`src/rtl/nt_sram_pkg.sv`:
```
package nt_sram_pkg;
  typedef enum logic [1:0] {
    OP_DES = 2'd0,
    OP_RD  = 2'd1,
    OP_WR  = 2'd2
  } op_e;
endpackage

```
`src/rtl/nt_sleep_sync.sv`:
```
module nt_sleep_sync #(
  parameter int STAGES = 2
) (
  input  logic clk_i,
  input  logic rst_ni,
  input  logic sleep_i,
  output logic sleep_o
);
  logic [STAGES-1:0] sync_q;

  always_ff @(posedge clk_i or negedge rst_ni) begin
    if (!rst_ni) sync_q <= '0;
    else         sync_q <= {sync_q[STAGES-2:0], sleep_i};
  end

  assign sleep_o = sync_q[STAGES-1];
endmodule

```
`src/rtl/nt_burst_ctrl.sv`:
```
module nt_burst_ctrl
  import nt_sram_pkg::*;
#(
  parameter int AW = 6
) (
  input  logic          clk_i,
  input  logic          rst_ni,
  input  logic          en_i,
  input  logic          sleep_i,
  input  logic          adv_i,
  input  logic          sel_i,
  input  logic          we_ni,
  input  logic          ilv_i,
  input  logic [AW-1:0] addr_i,
  output op_e           op_o,
  output logic [AW-1:0] addr_o
);
  op_e            op_q;
  logic [AW-3:0]  hi_q;
  logic [1:0]     seed_q, cnt_q, lo;

  always_ff @(posedge clk_i or negedge rst_ni) begin
    if (!rst_ni) begin
      op_q   <= OP_DES;
      hi_q   <= '0;
      seed_q <= '0;
      cnt_q  <= '0;
    end else if (en_i) begin
      if (sleep_i) begin
        op_q <= OP_DES;
      end else if (!adv_i) begin
        op_q   <= !sel_i ? OP_DES : (we_ni ? OP_RD : OP_WR);
        hi_q   <= addr_i[AW-1:2];
        seed_q <= addr_i[1:0];
        cnt_q  <= '0;
      end else begin
        cnt_q <= cnt_q + 2'd1;
      end
    end
  end

  assign lo     = ilv_i ? (seed_q ^ cnt_q) : (seed_q + cnt_q);
  assign op_o   = op_q;
  assign addr_o = {hi_q, lo};
endmodule

```
`src/rtl/nt_store.sv`:
```
module nt_store #(
  parameter int AW = 6,
  parameter int NB = 4,
  parameter int BW = 8
) (
  input  logic             clk_i,
  input  logic             we_i,
  input  logic [AW-1:0]    wa_i,
  input  logic [NB-1:0]    wbe_i,
  input  logic [NB*BW-1:0] wd_i,
  input  logic [AW-1:0]    ra_i,
  output logic [NB*BW-1:0] rd_o
);
  localparam int DEPTH = 1 << AW;
  localparam int DW    = NB * BW;

  logic [DW-1:0] mem [DEPTH];

  always_ff @(posedge clk_i) begin
    if (we_i) begin
      for (int b = 0; b < NB; b++) begin
        if (wbe_i[b]) mem[wa_i][b*BW +: BW] <= wd_i[b*BW +: BW];
      end
    end
  end

  assign rd_o = mem[ra_i];
endmodule

```
`src/rtl/nt_sram.sv`:
```
module nt_sram
  import nt_sram_pkg::*;
#(
  parameter int AW = 6,
  parameter int NB = 4,
  parameter int BW = 8
) (
  input  logic             clk_i,
  input  logic             rst_ni,
  input  logic             cke_ni,
  input  logic             adv_i,
  input  logic             we_ni,
  input  logic [NB-1:0]    bw_ni,
  input  logic             cs1_ni,
  input  logic             cs2_i,
  input  logic             cs3_ni,
  input  logic             oe_ni,
  input  logic             burst_ilv_i,
  input  logic             sleep_i,
  input  logic [AW-1:0]    addr_i,
  input  logic [NB*BW-1:0] wdata_i,
  output logic [NB*BW-1:0] rdata_o,
  output logic             rvalid_o
);
  localparam int DW = NB * BW;

  logic          en, sel, sleep_eff;
  op_e           cur_op;
  logic [AW-1:0] cur_addr;
  logic          wr_vld_q;
  logic [AW-1:0] wr_addr_q;
  logic          commit, fwd_hit;
  logic [NB-1:0] wbe;
  logic [DW-1:0] arr_rd, merged;
  logic          out_vld_q;
  logic [DW-1:0] out_q;

  assign en  = ~cke_ni;
  assign sel = ~cs1_ni & cs2_i & ~cs3_ni;

  nt_sleep_sync #(.STAGES(2)) i_sleep (
    .clk_i, .rst_ni, .sleep_i, .sleep_o(sleep_eff)
  );

  nt_burst_ctrl #(.AW(AW)) i_burst (
    .clk_i, .rst_ni,
    .en_i(en), .sleep_i(sleep_eff), .adv_i, .sel_i(sel), .we_ni,
    .ilv_i(burst_ilv_i), .addr_i, .op_o(cur_op), .addr_o(cur_addr)
  );

  // delayed-write stage: data arrives one active edge after this register loads
  always_ff @(posedge clk_i or negedge rst_ni) begin
    if (!rst_ni) begin
      wr_vld_q  <= 1'b0;
      wr_addr_q <= '0;
    end else if (en) begin
      wr_vld_q  <= (cur_op == OP_WR);
      wr_addr_q <= cur_addr;
    end
  end

  assign commit = en & wr_vld_q & ~sleep_eff;
  assign wbe    = ~bw_ni;

  nt_store #(.AW(AW), .NB(NB), .BW(BW)) i_store (
    .clk_i, .we_i(commit), .wa_i(wr_addr_q), .wbe_i(wbe), .wd_i(wdata_i),
    .ra_i(cur_addr), .rd_o(arr_rd)
  );

  assign fwd_hit = commit & (wr_addr_q == cur_addr);

  for (genvar b = 0; b < NB; b++) begin : g_fwd
    assign merged[b*BW +: BW] = (fwd_hit & wbe[b]) ? wdata_i[b*BW +: BW]
                                                   : arr_rd[b*BW +: BW];
  end

  always_ff @(posedge clk_i or negedge rst_ni) begin
    if (!rst_ni) begin
      out_vld_q <= 1'b0;
      out_q     <= '0;
    end else if (en) begin
      out_vld_q <= (cur_op == OP_RD);
      if (cur_op == OP_RD) out_q <= merged;
    end
  end

  assign rvalid_o = ~oe_ni & ~sleep_eff & out_vld_q;
  assign rdata_o  = rvalid_o ? out_q : '0;
endmodule

```
`config.mk`:
```
export PLATFORM = sky130hd
export DESIGN_NAME = nt_sram
export DESIGN_NICKNAME = d
export VERILOG_FILES = /design/src/rtl/nt_sram_pkg.sv /design/src/rtl/nt_sleep_sync.sv /design/src/rtl/nt_burst_ctrl.sv /design/src/rtl/nt_store.sv /design/src/rtl/nt_sram.sv
export SDC_FILE = /design/constraint.sdc
export NUM_CORES = 2
export LEC_CHECK = 0
export BUFFER_PORTS_ARGS = -buffer_cell sky130_fd_sc_hd__buf_4
export CAP_MARGIN = 20
export CORE_UTILIZATION = 30
export DETAILED_ROUTE_END_ITERATION = 10
export PLACE_DENSITY = 0.42
export SYNTH_ARGS = -nofsm -noshare
export SYNTH_HDL_FRONTEND = slang
export SYNTH_SLANG_ARGS = --single-unit
```
`constraint.sdc`:
```
create_clock -name clk_i -period 2.65 [get_ports clk_i]
set_clock_uncertainty 0.1 [all_clocks]
set_input_delay 0.265 -clock clk_i [delete_from_list [all_inputs] [get_ports clk_i]]
set_output_delay 0.265 -clock clk_i [all_outputs]
set_load 0.01 [all_outputs]
```
==> flow_summary_export.csv <==
group,metric,value,unit
run_status,outcome,"complete, but fails checks",
run_status,violations,"setup timing",
worst_setup_path,slowest_delay,590,ps
worst_setup_path,critPathSlowestCell,"or4_4",
logic_synthesis,ys_types,67,
final_layout,design_area,109000,µm²
logic_synthesis,yosysTopAreaCell,"edfxtp_1",
timing,min_period,3090,ps
timing,rsz0062_at_grt,"yes",
power_and_ir_drop,p_int,66.4,mW
logic_synthesis,syn-num-nets,5369,
logic_synthesis,synth_top_family_by_area,"multiplexers",
global_route,grt.overflow.total,0,
cts,cts.sinks,2100,
final_layout,fill_cells,26017,
power_and_ir_drop,swShare,0.310,
place,place_hpwl,226000,µm
global_route,grt_pass1_vias,53829,
place,port_buffers,85,
floorplan,fp-row-count,194,
power_and_ir_drop,power,96.2,mW
floorplan,coreArea,280000,µm²
floorplan,dieArea,284000,µm²
global_route,grt_pass1_wl,459000,µm
cts,htree_levels,4,
global_route,grt_max_degree,66,
worst_setup_path,path_cells,"buf_6 > xor2_4 > buf_12 > buf_12 > nor2_4 > nand2_4 > buf_6 > buf_6 > o221ai_4 > a21oi_2 > or4_4 > o211ai_1 > nand2_1",
timing,finalMaxSlewViolations,0,
worst_setup_path,cp.arrival,3760,ps
cts,cts_buffer_depth,4,
hold_path,hold_path_class,"primary input to flip-flop",
power_and_ir_drop,p_seq_frac,0.386,
power_and_ir_drop,power_density,883,nW/µm²
worst_setup_path,crit_fanout,5,
logic_synthesis,postSynth.asyncResetShare,0.0248,
place,gp_congestion,0.905,
power_and_ir_drop,power.leakage,36.5,nW
drt,drc,0,
power_and_ir_drop,power.share.clock,0.326,
final_layout,num-nets-final,6425,
power_and_ir_drop,pwr-share-comb,0.288,
drt,vias_per_cell,5.33,
logic_synthesis,yosys.area_share.simple,0.0803,
logic_synthesis,synth_area,84400,µm²
final_layout,areaGrowthSynthToFinish,29.1,%
logic_synthesis,synth-xor-area-share,0.00129,
timing,finalHoldViolations,0,
drt,postRouteAntennaNets,0,
worst_setup_path,crit_type,"flip-flop to flip-flop",
logic_synthesis,ys_ff_latch,2100,
floorplan,initial_core_util,0.302,
timing,period_share,1.16,
cts,cts_root_buffer,"clkbuf_16",
drt,wl,339000,µm
logic_synthesis,yosys-top-cells-count,"2,048 x edfxtp_1, 894 x nand2_1, 357 x nor2_1",
logic_synthesis,synth.top_cells.by_area,"edfxtp_1 73%, mux4_2 6.8%, nand2_1 4.0%",
global_route,grtUsageTotal,0.234,
global_route,antenna_found_initial,28,
final_layout,fin_util,0.390,
drt,dr.pass1.iters,8,
logic_synthesis,syn_area_per_cell,15.9,µm²
timing,whs,54.7,ps
cts,clkLatencyLatePin,920,ps
cts,clkTransAtPathRegs,60,ps
logic_synthesis,synth_top_area_share,0.728,
floorplan,die-height,532,µm
worst_setup_path,critPathLaunchType,"flip-flop",
logic_synthesis,muxShareOfSynthArea,0.0934,
worst_setup_path,required,3330,ps
place,place_inst,9678,
logic_synthesis,synthCells,5315,
power_and_ir_drop,power.switching,29.8,mW
drt,drtIter0Drc,6616,
power_and_ir_drop,ir_worst_vdd,0.599,mV
flow_run,cap_violations,0,
timing,maxSlewHeadroom,0.330,
logic_synthesis,synth_edf_count,2048,
cts,cts_buffers,235,
logic_synthesis,ys_warn_count,0,
floorplan,num_io_pins,86,
logic_synthesis,synth-adder-area-share,0.000148,
place,placed_area,97500,µm²
timing,worst_slew_pin_slew,1000,ps
worst_setup_path,cpMostUsedCell,"buf_6",
worst_setup_path,worstSetupEndpointType,"flip-flop",
logic_synthesis,yosysSeqAreaShare,0.744,
final_layout,fin_cells,10311,
drt,routedWlPerCell,32.9,µm
floorplan,die_x,532,µm
worst_setup_path,worst-path-buf-inv,5,
worst_setup_path,critical-path-top-delay-family,"simple AND/OR/NAND/NOR gates",
drt,vias,54975,
logic_synthesis,synth-compound-area-share,0.0623,
final_layout,layout-drive-gt1-share,0.304,
timing,finalSetupViolations,95,
timing,setup_ws,-436,ps
timing,max_freq,0.324,GHz
logic_synthesis,synth.most_common_cell,"edfxtp_1",
logic_synthesis,ys.flop_type,"edfxtp_1",
cts,cts_tree,"yes",
kinds of logic after synthesis:
kind of cell / after synthesis
flops: 2100
xor+xnor: 10
mux: 467
fa+ha+maj: 1
compound gates: 750
buf+inv: 359
simple gates: 1628
power by group through the flow:
stage | clock (mW) | combinational, mW | sequential (mW)
after floorplan | 0 | 11.1 | 37.4
after global routing | 33.1 | 28.8 | 37.1
final | 31.4 | 27.7 | 37.2
after global placement | 0 | 23.1 | 37.8
after CTS | 32.0 | 26.2 | 37.1
after detailed placement | 0 | 23.1 | 37.8
tightest hold or removal path, delay by kind of cell:
family / cells / cell delay [ps]
buffers and inverters: 3 / 700
AOI/OAI and AO/OA: 1 / 70
stage by stage:
stage               setup WS (ps)  setup TNS (ps)
detailed placement           -743          -21530
global route                 -454          -16780
floorplan                   -7.66           -7.66
global placement             -742          -22520
CTS                          -400          -16330
finish                       -436          -13290
worst paths after layout:
kind / from / to / slack, ps / cells past startpoint
min in group asynchronous: rst_ni / wr_addr_q[4]$_DFFE_PN0N_ / 480 / 3
setup reg to reg: i_burst.cnt_q[1]$_DFFE_PN0P_ / out_q[11]$_DFFE_PN0P_ / -440 / 13
hold reg to reg: i_sleep.sync_q[0]$_DFF_PN0_ / i_sleep.sync_q[1]$_DFF_PN0_ / 250 / 0
setup / recovery: i_burst.cnt_q[1]$_DFFE_PN0P_ / out_q[11]$_DFFE_PN0P_ / -440 / 13
hold / removal: we_ni / i_burst.op_o[0]$_DFFE_PN0P_ / 50 / 4
max in group asynchronous: rst_ni / out_q[3]$_DFFE_PN0P_ / 1240 / 4
state kept, by name, summed over array words and instances, names as in the netlist:
register        cells
out_q              32
i_sleep.sync_q      2
out_vld_q           1
i_burst.hi_q        4
i_burst.seed_q      2
i_burst.op_o        2
i_burst.cnt_q       2
wr_vld_q            1
i_store.mem      2048
wr_addr_q           6
what timing repair did:
action	in CTS	in global routing
endpoints found under the setup margin	186	386
gates resized for setup	303	221
hold buffers	63	0
buffers inserted	72	34
cloned	16	8
endpoints found under the hold margin	2076	0
pin swaps	61	89
routing by layer:
metal  routed length [µm]  global-route usage  vias up  share of wire
met3                25100              0.0433      507          0.074
li1                     -                   -    23049              -
met1               147000               0.326    29070           0.43
met5                  324             0.00709        -        0.00096
met4                12200              0.0817       20          0.036
met2               155000               0.363     2329           0.46
placed cells by master (no fill, tap or decap), types with 27 or more instances in the layout:
cell type      synthesis  final
buf_12                 0    198
a32oi_1               41     36
nand2_1              894    854
o22ai_1               77     64
nand2_2                0     36
o21ai_1                1     31
and2_4                 0     30
nor3_1                57     53
edfxtp_1            2048   2048
clkinv_1               1     56
o311ai_0              35     32
clkinv_2               0     43
a31oi_1               92     85
buf_4                 25    784
clkbuf_1             186     57
nand3_1              188    184
nand4_1               29     29
a21oi_1              114     92
o21ai_0              110     60
dfrtp_1               52     46
clkbuf_16              0    243
buf_16                 0     27
mux2i_1              196    179
o221ai_1              86     61
nor2_1               357    331
mux4_2               255    255
buf_6                  3     74
dlygate4sd3_1          0     62
layout make-up:
type	instances	area (µm²)	share of cell area
Tap cell	3724	4660	0.0428
Timing Repair Buffer	1172	12600	0.115
Clock buffer	302	6230	0.0572
Sequential cell	2100	62800	0.576
Inverter	6	27.5	0.000253
Multi-Input combinational cell	2856	21600	0.198
Clock inverter	128	1040	0.00955
Antenna cell	23	57.6	0.000528
(Power assumes the default switching activity.)
